===== src/rtl/selfbaud_pkg.sv =====
`timescale 1ns/1ps
package selfbaud_pkg;

  typedef enum logic [2:0] {
    ST_CAL_WAIT,
    ST_CAL_MEAS,
    ST_CAL_SKIP,
    ST_IDLE,
    ST_START,
    ST_DATA,
    ST_PARITY,
    ST_STOP
  } rx_state_t;

  // Control-to-datapath strobes, all single-cycle
  typedef struct packed {
    logic timerLoad;    // restart the bit timer at 1
    logic capPeriod;    // store the timer as the bit period
    logic shiftIn;      // shift the line level into the byte
    logic clrFrame;     // clear parity accumulator and error
    logic chkParity;    // compare received parity bit
    logic emitValid;    // present the byte
    logic emitParErr;   // pulse parity error
    logic emitFrameErr; // pulse framing error
  } strobe_t;

endpackage


===== src/rtl/selfbaud_dp.sv =====
`timescale 1ns/1ps
module selfbaud_dp
  import selfbaud_pkg::*;
#(
  parameter int SYNC_STAGES = 2,
  parameter int DATA_BITS   = 8,
  parameter int CNT_W       = 16,
  parameter int MIN_PERIOD  = 4
) (
  input  logic                 clk,
  input  logic                 rstN,
  input  logic                 rxIn,
  input  strobe_t              stb,
  output logic                 rxLevel,
  output logic                 fallEdge,
  output logic                 atHalf,
  output logic                 atFull,
  output logic                 tooShort,
  output logic                 parityBad,
  output logic [DATA_BITS-1:0] dataOut,
  output logic                 validOut,
  output logic                 parErrOut,
  output logic                 frameErrOut,
  output logic [CNT_W-1:0]     periodOut
);

  localparam logic [CNT_W-1:0] TIMER_MAX = {CNT_W{1'b1}};
  localparam logic [CNT_W-1:0] MIN_CNT   = CNT_W'(MIN_PERIOD);

  logic [SYNC_STAGES-1:0] syncChain;
  logic                   rxPrev;
  logic [CNT_W-1:0]       timer;
  logic [DATA_BITS-1:0]   shiftReg;
  logic                   parAcc;

  // Resynchronise the asynchronous line, reset to idle level
  always_ff @(posedge clk or negedge rstN) begin
    if (!rstN) begin
      syncChain <= '1;
      rxPrev    <= 1'b1;
    end else begin
      syncChain <= {syncChain[SYNC_STAGES-2:0], rxIn};
      rxPrev    <= syncChain[SYNC_STAGES-1];
    end
  end

  assign rxLevel  = syncChain[SYNC_STAGES-1];
  assign fallEdge = rxPrev & ~rxLevel;

  // Bit timer: holds cycles since last load, saturating
  always_ff @(posedge clk or negedge rstN) begin
    if (!rstN) begin
      timer <= '0;
    end else if (stb.timerLoad) begin
      timer <= CNT_W'(1);
    end else if (timer != TIMER_MAX) begin
      timer <= timer + CNT_W'(1);
    end
  end

  assign atHalf   = (timer == (periodOut >> 1));
  assign atFull   = (timer == periodOut);
  assign tooShort = (timer < MIN_CNT);

  always_ff @(posedge clk or negedge rstN) begin
    if (!rstN) begin
      periodOut <= '0;
    end else if (stb.capPeriod) begin
      periodOut <= timer;
    end
  end

  // Byte assembly and parity accumulation
  always_ff @(posedge clk or negedge rstN) begin
    if (!rstN) begin
      shiftReg  <= '0;
      parAcc    <= 1'b0;
      parityBad <= 1'b0;
    end else begin
      if (stb.clrFrame) begin
        parAcc    <= 1'b0;
        parityBad <= 1'b0;
      end else begin
        if (stb.shiftIn) begin
          shiftReg <= {rxLevel, shiftReg[DATA_BITS-1:1]};
          parAcc   <= parAcc ^ rxLevel;
        end
        if (stb.chkParity) begin
          parityBad <= parAcc ^ rxLevel;
        end
      end
    end
  end

  // Registered results
  always_ff @(posedge clk or negedge rstN) begin
    if (!rstN) begin
      dataOut     <= '0;
      validOut    <= 1'b0;
      parErrOut   <= 1'b0;
      frameErrOut <= 1'b0;
    end else begin
      validOut    <= stb.emitValid;
      parErrOut   <= stb.emitParErr;
      frameErrOut <= stb.emitFrameErr;
      if (stb.emitValid) begin
        dataOut <= shiftReg;
      end
    end
  end

endmodule


===== src/rtl/selfbaud_ctrl.sv =====
`timescale 1ns/1ps
module selfbaud_ctrl
  import selfbaud_pkg::*;
#(
  parameter int DATA_BITS = 8
) (
  input  logic    clk,
  input  logic    rstN,
  input  logic    parityEn,
  input  logic    rxLevel,
  input  logic    fallEdge,
  input  logic    atHalf,
  input  logic    atFull,
  input  logic    tooShort,
  input  logic    parityBad,
  output strobe_t stb
);

  localparam int BC_W = $clog2(DATA_BITS + 1);
  localparam logic [BC_W-1:0] LAST_DATA = BC_W'(DATA_BITS - 1);
  localparam logic [BC_W-1:0] LAST_PAR  = BC_W'(DATA_BITS);

  rx_state_t       state, nextState;
  logic [BC_W-1:0] bitCnt, nextBitCnt;
  logic            parEnLat;
  logic            startSeen;
  logic [BC_W-1:0] lastSkip;

  assign startSeen = fallEdge && ((state == ST_IDLE) || (state == ST_CAL_WAIT));
  assign lastSkip  = parEnLat ? LAST_PAR : LAST_DATA;

  always_ff @(posedge clk or negedge rstN) begin
    if (!rstN) begin
      state    <= ST_CAL_WAIT;
      bitCnt   <= '0;
      parEnLat <= 1'b0;
    end else begin
      state  <= nextState;
      bitCnt <= nextBitCnt;
      if (startSeen) begin
        parEnLat <= parityEn;
      end
    end
  end

  always_comb begin
    nextState  = state;
    nextBitCnt = bitCnt;
    stb        = '0;
    unique case (state)
      ST_CAL_WAIT: begin
        if (fallEdge) begin
          stb.timerLoad = 1'b1;
          nextState     = ST_CAL_MEAS;
        end
      end
      ST_CAL_MEAS: begin
        if (rxLevel) begin
          if (tooShort) begin
            nextState = ST_CAL_WAIT;
          end else begin
            stb.capPeriod = 1'b1;
            stb.timerLoad = 1'b1;
            nextBitCnt    = '0;
            nextState     = ST_CAL_SKIP;
          end
        end
      end
      ST_CAL_SKIP: begin
        // Let the rest of the calibration frame pass unread
        if (atFull) begin
          stb.timerLoad = 1'b1;
          if (bitCnt == lastSkip) begin
            nextState = ST_IDLE;
          end else begin
            nextBitCnt = bitCnt + BC_W'(1);
          end
        end
      end
      ST_IDLE: begin
        if (fallEdge) begin
          stb.timerLoad = 1'b1;
          nextState     = ST_START;
        end
      end
      ST_START: begin
        if (atHalf) begin
          if (rxLevel) begin
            nextState = ST_IDLE;
          end else begin
            stb.timerLoad = 1'b1;
            stb.clrFrame  = 1'b1;
            nextBitCnt    = '0;
            nextState     = ST_DATA;
          end
        end
      end
      ST_DATA: begin
        if (atFull) begin
          stb.shiftIn   = 1'b1;
          stb.timerLoad = 1'b1;
          if (bitCnt == LAST_DATA) begin
            nextState = parEnLat ? ST_PARITY : ST_STOP;
          end else begin
            nextBitCnt = bitCnt + BC_W'(1);
          end
        end
      end
      ST_PARITY: begin
        if (atFull) begin
          stb.chkParity = 1'b1;
          stb.timerLoad = 1'b1;
          nextState     = ST_STOP;
        end
      end
      ST_STOP: begin
        if (atFull) begin
          if (!rxLevel) begin
            stb.emitFrameErr = 1'b1;
          end else if (parEnLat && parityBad) begin
            stb.emitParErr = 1'b1;
          end else begin
            stb.emitValid = 1'b1;
          end
          nextState = ST_IDLE;
        end
      end
      default: nextState = ST_CAL_WAIT;
    endcase
  end

endmodule


===== src/rtl/selfbaud_rx.sv =====
`timescale 1ns/1ps
module selfbaud_rx
  import selfbaud_pkg::*;
#(
  parameter int SYNC_STAGES = 2,
  parameter int DATA_BITS   = 8,
  parameter int CNT_W       = 16,
  parameter int MIN_PERIOD  = 4
) (
  input  logic                 clk,
  input  logic                 rstN,
  input  logic                 rxIn,
  input  logic                 parityEn,
  output logic [DATA_BITS-1:0] rxData,
  output logic                 rxValid,
  output logic                 parityErr,
  output logic                 frameErr,
  output logic [CNT_W-1:0]     bitPeriod
);

  strobe_t stb;
  logic    rxLevel, fallEdge, atHalf, atFull, tooShort, parityBad;

  selfbaud_ctrl #(
    .DATA_BITS (DATA_BITS)
  ) ctrl_i (
    .clk       (clk),
    .rstN      (rstN),
    .parityEn  (parityEn),
    .rxLevel   (rxLevel),
    .fallEdge  (fallEdge),
    .atHalf    (atHalf),
    .atFull    (atFull),
    .tooShort  (tooShort),
    .parityBad (parityBad),
    .stb       (stb)
  );

  selfbaud_dp #(
    .SYNC_STAGES (SYNC_STAGES),
    .DATA_BITS   (DATA_BITS),
    .CNT_W       (CNT_W),
    .MIN_PERIOD  (MIN_PERIOD)
  ) dp_i (
    .clk         (clk),
    .rstN        (rstN),
    .rxIn        (rxIn),
    .stb         (stb),
    .rxLevel     (rxLevel),
    .fallEdge    (fallEdge),
    .atHalf      (atHalf),
    .atFull      (atFull),
    .tooShort    (tooShort),
    .parityBad   (parityBad),
    .dataOut     (rxData),
    .validOut    (rxValid),
    .parErrOut   (parityErr),
    .frameErrOut (frameErr),
    .periodOut   (bitPeriod)
  );

endmodule


===== config.mk =====
export PLATFORM = sky130hd
export DESIGN_NAME = selfbaud_rx
export DESIGN_NICKNAME = d
export VERILOG_FILES = /design/src/rtl/selfbaud_pkg.sv /design/src/rtl/selfbaud_dp.sv /design/src/rtl/selfbaud_ctrl.sv /design/src/rtl/selfbaud_rx.sv
export SDC_FILE = /design/constraint.sdc
export NUM_CORES = 1
export LEC_CHECK = 0
export BUFFER_PORTS_ARGS = -buffer_cell sky130_fd_sc_hd__buf_2
export CORE_MARGIN = 2
export CORE_UTILIZATION = 25
export DETAILED_ROUTE_END_ITERATION = 7
export GPL_TIMING_DRIVEN = 0
export PLACE_DENSITY = 0.51
export RECOVER_POWER = 25
export SLEW_MARGIN = 20
export SYNTH_ARGS = -nofsm -noshare
export SYNTH_HDL_FRONTEND = slang
export SYNTH_SLANG_ARGS = --single-unit

===== constraint.sdc =====
create_clock -name clk -period 2.45 [get_ports clk]
set_input_delay 0.49 -clock clk [delete_from_list [all_inputs] [get_ports clk]]
set_output_delay 0.49 -clock clk [all_outputs]
set_load 0.005 [all_outputs]

==> run metrics <==
outcome=finished, final reports clean; cell taking the most area after synthesis=dfrtp_1; Slew Limit Headroom=around a fifth; row count=42; Avg Inst Size Synth=11.0 um^2; post-place setup slack=-118 ps; PD cells=between 1000 and 1500 nW/um^2; area of the mapped netlist=~3400 um^2; Num CTS Buffers=9; crit path max fanout=8; critical path type=reg -> reg; gate count of the mapped netlist=308; R2R Setup Slk=120 ps; CP endpoint kind=flop; wire per inst=between 10 and 15 um; CP startpoint kind=flop; count of cell types in the netlist=45; largest net degree at the start of global routing=47; Worst-path clk slew=roughly 60 ps; met3 usage=under 10%; total grt overflow=0; initial DRC count=between 100 and 150; GRT Max-Usage Layer=met2; Async SR Flop Fraction=100%; post-synthesis register bit count=64; met2 Track Usage GR=between 10% and 20%; Max IR drop VDD=approximately 0.00038 V; DRT Pass-1 Iters=4; total I/O pin count=31; Synth top cells by count=61 x dfrtp_1, 37 x xor2_1, 31 x nor2_1, 24 x mux2_2, 18 x nand2_1; die height=between 100 and 150 um; Max Slew Vio Count=0; post-route setup slack=120 ps; final WL=7740 um; Tmin final=around 2300 ps; I/O Buffers=30; R2R cell count=8; hold_sp=rxIn; vias in the first global route=2,473; Vias/cell=roughly 4.6; max-cap violations=0; number of diodes=0; hold depth=1; Area Overhead vs Synth=23.5%; Die ar.=~14,000 um^2; area of the core=roughly 13,000 um^2; placed cells=~500; top cell type's share of synthesized area=45.2%; Fin. Hold Viols=0; Final setup viols=0; root buffer cell=clkbuf_16; first-pass GRT wire length=12,700 um; Final Wtd Congestion=about 0.84; worst clock skew=5.31 ps; Reg-to-Reg Start=dp_i.timer[2]; Layout Cells excl Fill=~540; Worst-Skew Late Latency=between 300 and 400 ps; number of antenna violations at the first check in global routing=0; Final period util=a little over nine tenths; Die W=approximately 120 um; YS warnings=0; GRT Overall Usage=between 10 and 15%; DRC=0; worst path required time=2670 ps; Max Fclk=between 0.4 and 0.5 GHz; met1 usage=between 15 and 20%; Hold Path Class=in -> reg; Fin Setup TNS=0 ps; CTS HTree Levels=3; Antenna Nets Post-Route=0; vias post-DR=2,458; Starting Density=about 26%; Post-synth EDFFs=0; post-DP HPWL=roughly 5300 um; clk buf depth=2; CTS tree=built; sequential element share of the synthesized area=around 47%; Fillers=1,396; Worst Hold Endpoint=dp_i.syncChain[0]; clock sinks=64; Arrival @ worst endpoint=between 2000 and 3000 ps; count leader, synth=dfrtp_1; layout cells sized above 1=between 30% and 40%; NumNets Final=between 300 and 400; P_leak=2.07 nW; worst-margin pin slew=between 1000 and 1500 ps; ys flop type=dfrtp_1; Synth area leaders=dfrtp_1 45%, xor2_1 9.6%, mux2_2 8.0%; RSZ-0062 raised after global routing=no; reg2reg end=ctrl_i.bitCnt[3]; Syn Nets=314
placed cells by master (no fill, tap or decap), types with 5 or more instances in the layout:
cell type,instances
buf_2,36
nand3_1,6
nor4_1,8
nor3_1,10
inv_1,5
xor2_1,37
and3_1,7
mux2_2,24
mux2_1,10
nor2_1,31
dfrtp_1,61
o21ai_0,5
buf_4,6
clkbuf_1,5
nand2_1,18
clkbuf_16,9
xnor2_1,6
buf_6,8
nand4_1,5
worst max path at each step:
| stage | to | slack (ps) | depth (start not counted) | startpoint |
|---|---|---|---|---|
| 5_1_grt | dp_i.timer[1] | 3 | 9 | dp_i.timer[7] |
| 2_1_floorplan | dp_i.dataOut[0] | 310 | 8 | dp_i.timer[9] |
| 6_report | ctrl_i.bitCnt[3] | 120 | 8 | dp_i.timer[2] |
| 4_1_cts | dp_i.timer[14] | 7 | 9 | dp_i.timer[13] |
| 3_5_place_dp | dp_i.timer[5] | -120 | 9 | dp_i.timer[2] |
| 3_3_place_gp | dp_i.timer[5] | -90 | 9 | dp_i.timer[2] |
sequential cells by signal (all words and copies together) (netlist names):
register          cells
dp_i.validOut         1
dp_i.dataOut          8
dp_i.timer           16
dp_i.parAcc           1
dp_i.periodOut       16
dp_i.parityBad        1
ctrl_i.bitCnt         4
ctrl_i.parEnLat       1
dp_i.syncChain        2
dp_i.parErrOut        1
ctrl_i.state          3
dp_i.shiftReg         8
dp_i.frameErrOut      1
dp_i.rxPrev           1
critical path, stage by stage, from the launching register on:
cell	delay, ps
dfrtp_1	350
buf_2	180
xor2_1	180
nor4_1	400
nand4_1	140
buf_4	180
a22oi_1	230
nand2_1	180
a221o_1	380
area by class of cell:
class / count / area (um^2) / area share (%)
well taps: 176 / 220 / 5.27
repair buffers: 38 / 236 / 5.66
multi-input cells: 219 / 1660 / 39.9
plain buffers: 19 / 133 / 3.18
flip-flops and latches: 64 / 1610 / 38.4
clock inverters: 7 / 72.6 / 1.74
clock buffers: 9 / 225 / 5.39
inverters: 5 / 18.8 / 0.450
cell families after synthesis:
kind of cell / synth area share (%)
and+or+nand+nor: 17.8
DFF: 47.5
muxes: 12.2
adders and majority gates: 0.740
AOI/OAI and AO/OA: 6.25
xor gates and xnor gates: 11.1
buffers and inverters: 4.33
layer usage:
metal  part of all wire (%)  vias up
met5                      0        -
met4                    2.1        0
met3                    3.8       12
met2                     46       48
met1                     48     1219
li1                       -     1179
timing repair:
item | CTS | global route
hold endpoints to repair | 0 | 0
gates resized for setup | 2 | 11
hold buffers | 0 | 0
endpoints found under the setup margin | 18 | 27
pin swaps | 2 | 5
setup buffers | 2 | 4
gates cloned | 0 | 1
metrics by stage:
step	total power (W)	utilization (%)	instance area (um^2)	hold slack, ps
6_report	0.00419	31.5	4180	261
5_1_grt	0.00447	31.5	4180	249
3_3_place_gp	0.00278	28.3	3750	348
4_1_cts	0.00414	31.0	4110	44.9
2_1_floorplan	0.00242	-	3380	194
3_5_place_dp	0.00281	28.6	3780	347
power breakdown:
part	switching, W	total (W)	internal (W)	leakage (nW)
clock network	0.000493	0.00128	0.000786	0.141
registers	0.000183	0.00141	0.00123	0.854
logic	0.000828	0.00150	0.000671	1.07
Note: power is estimated with default switching activity, not from simulation.
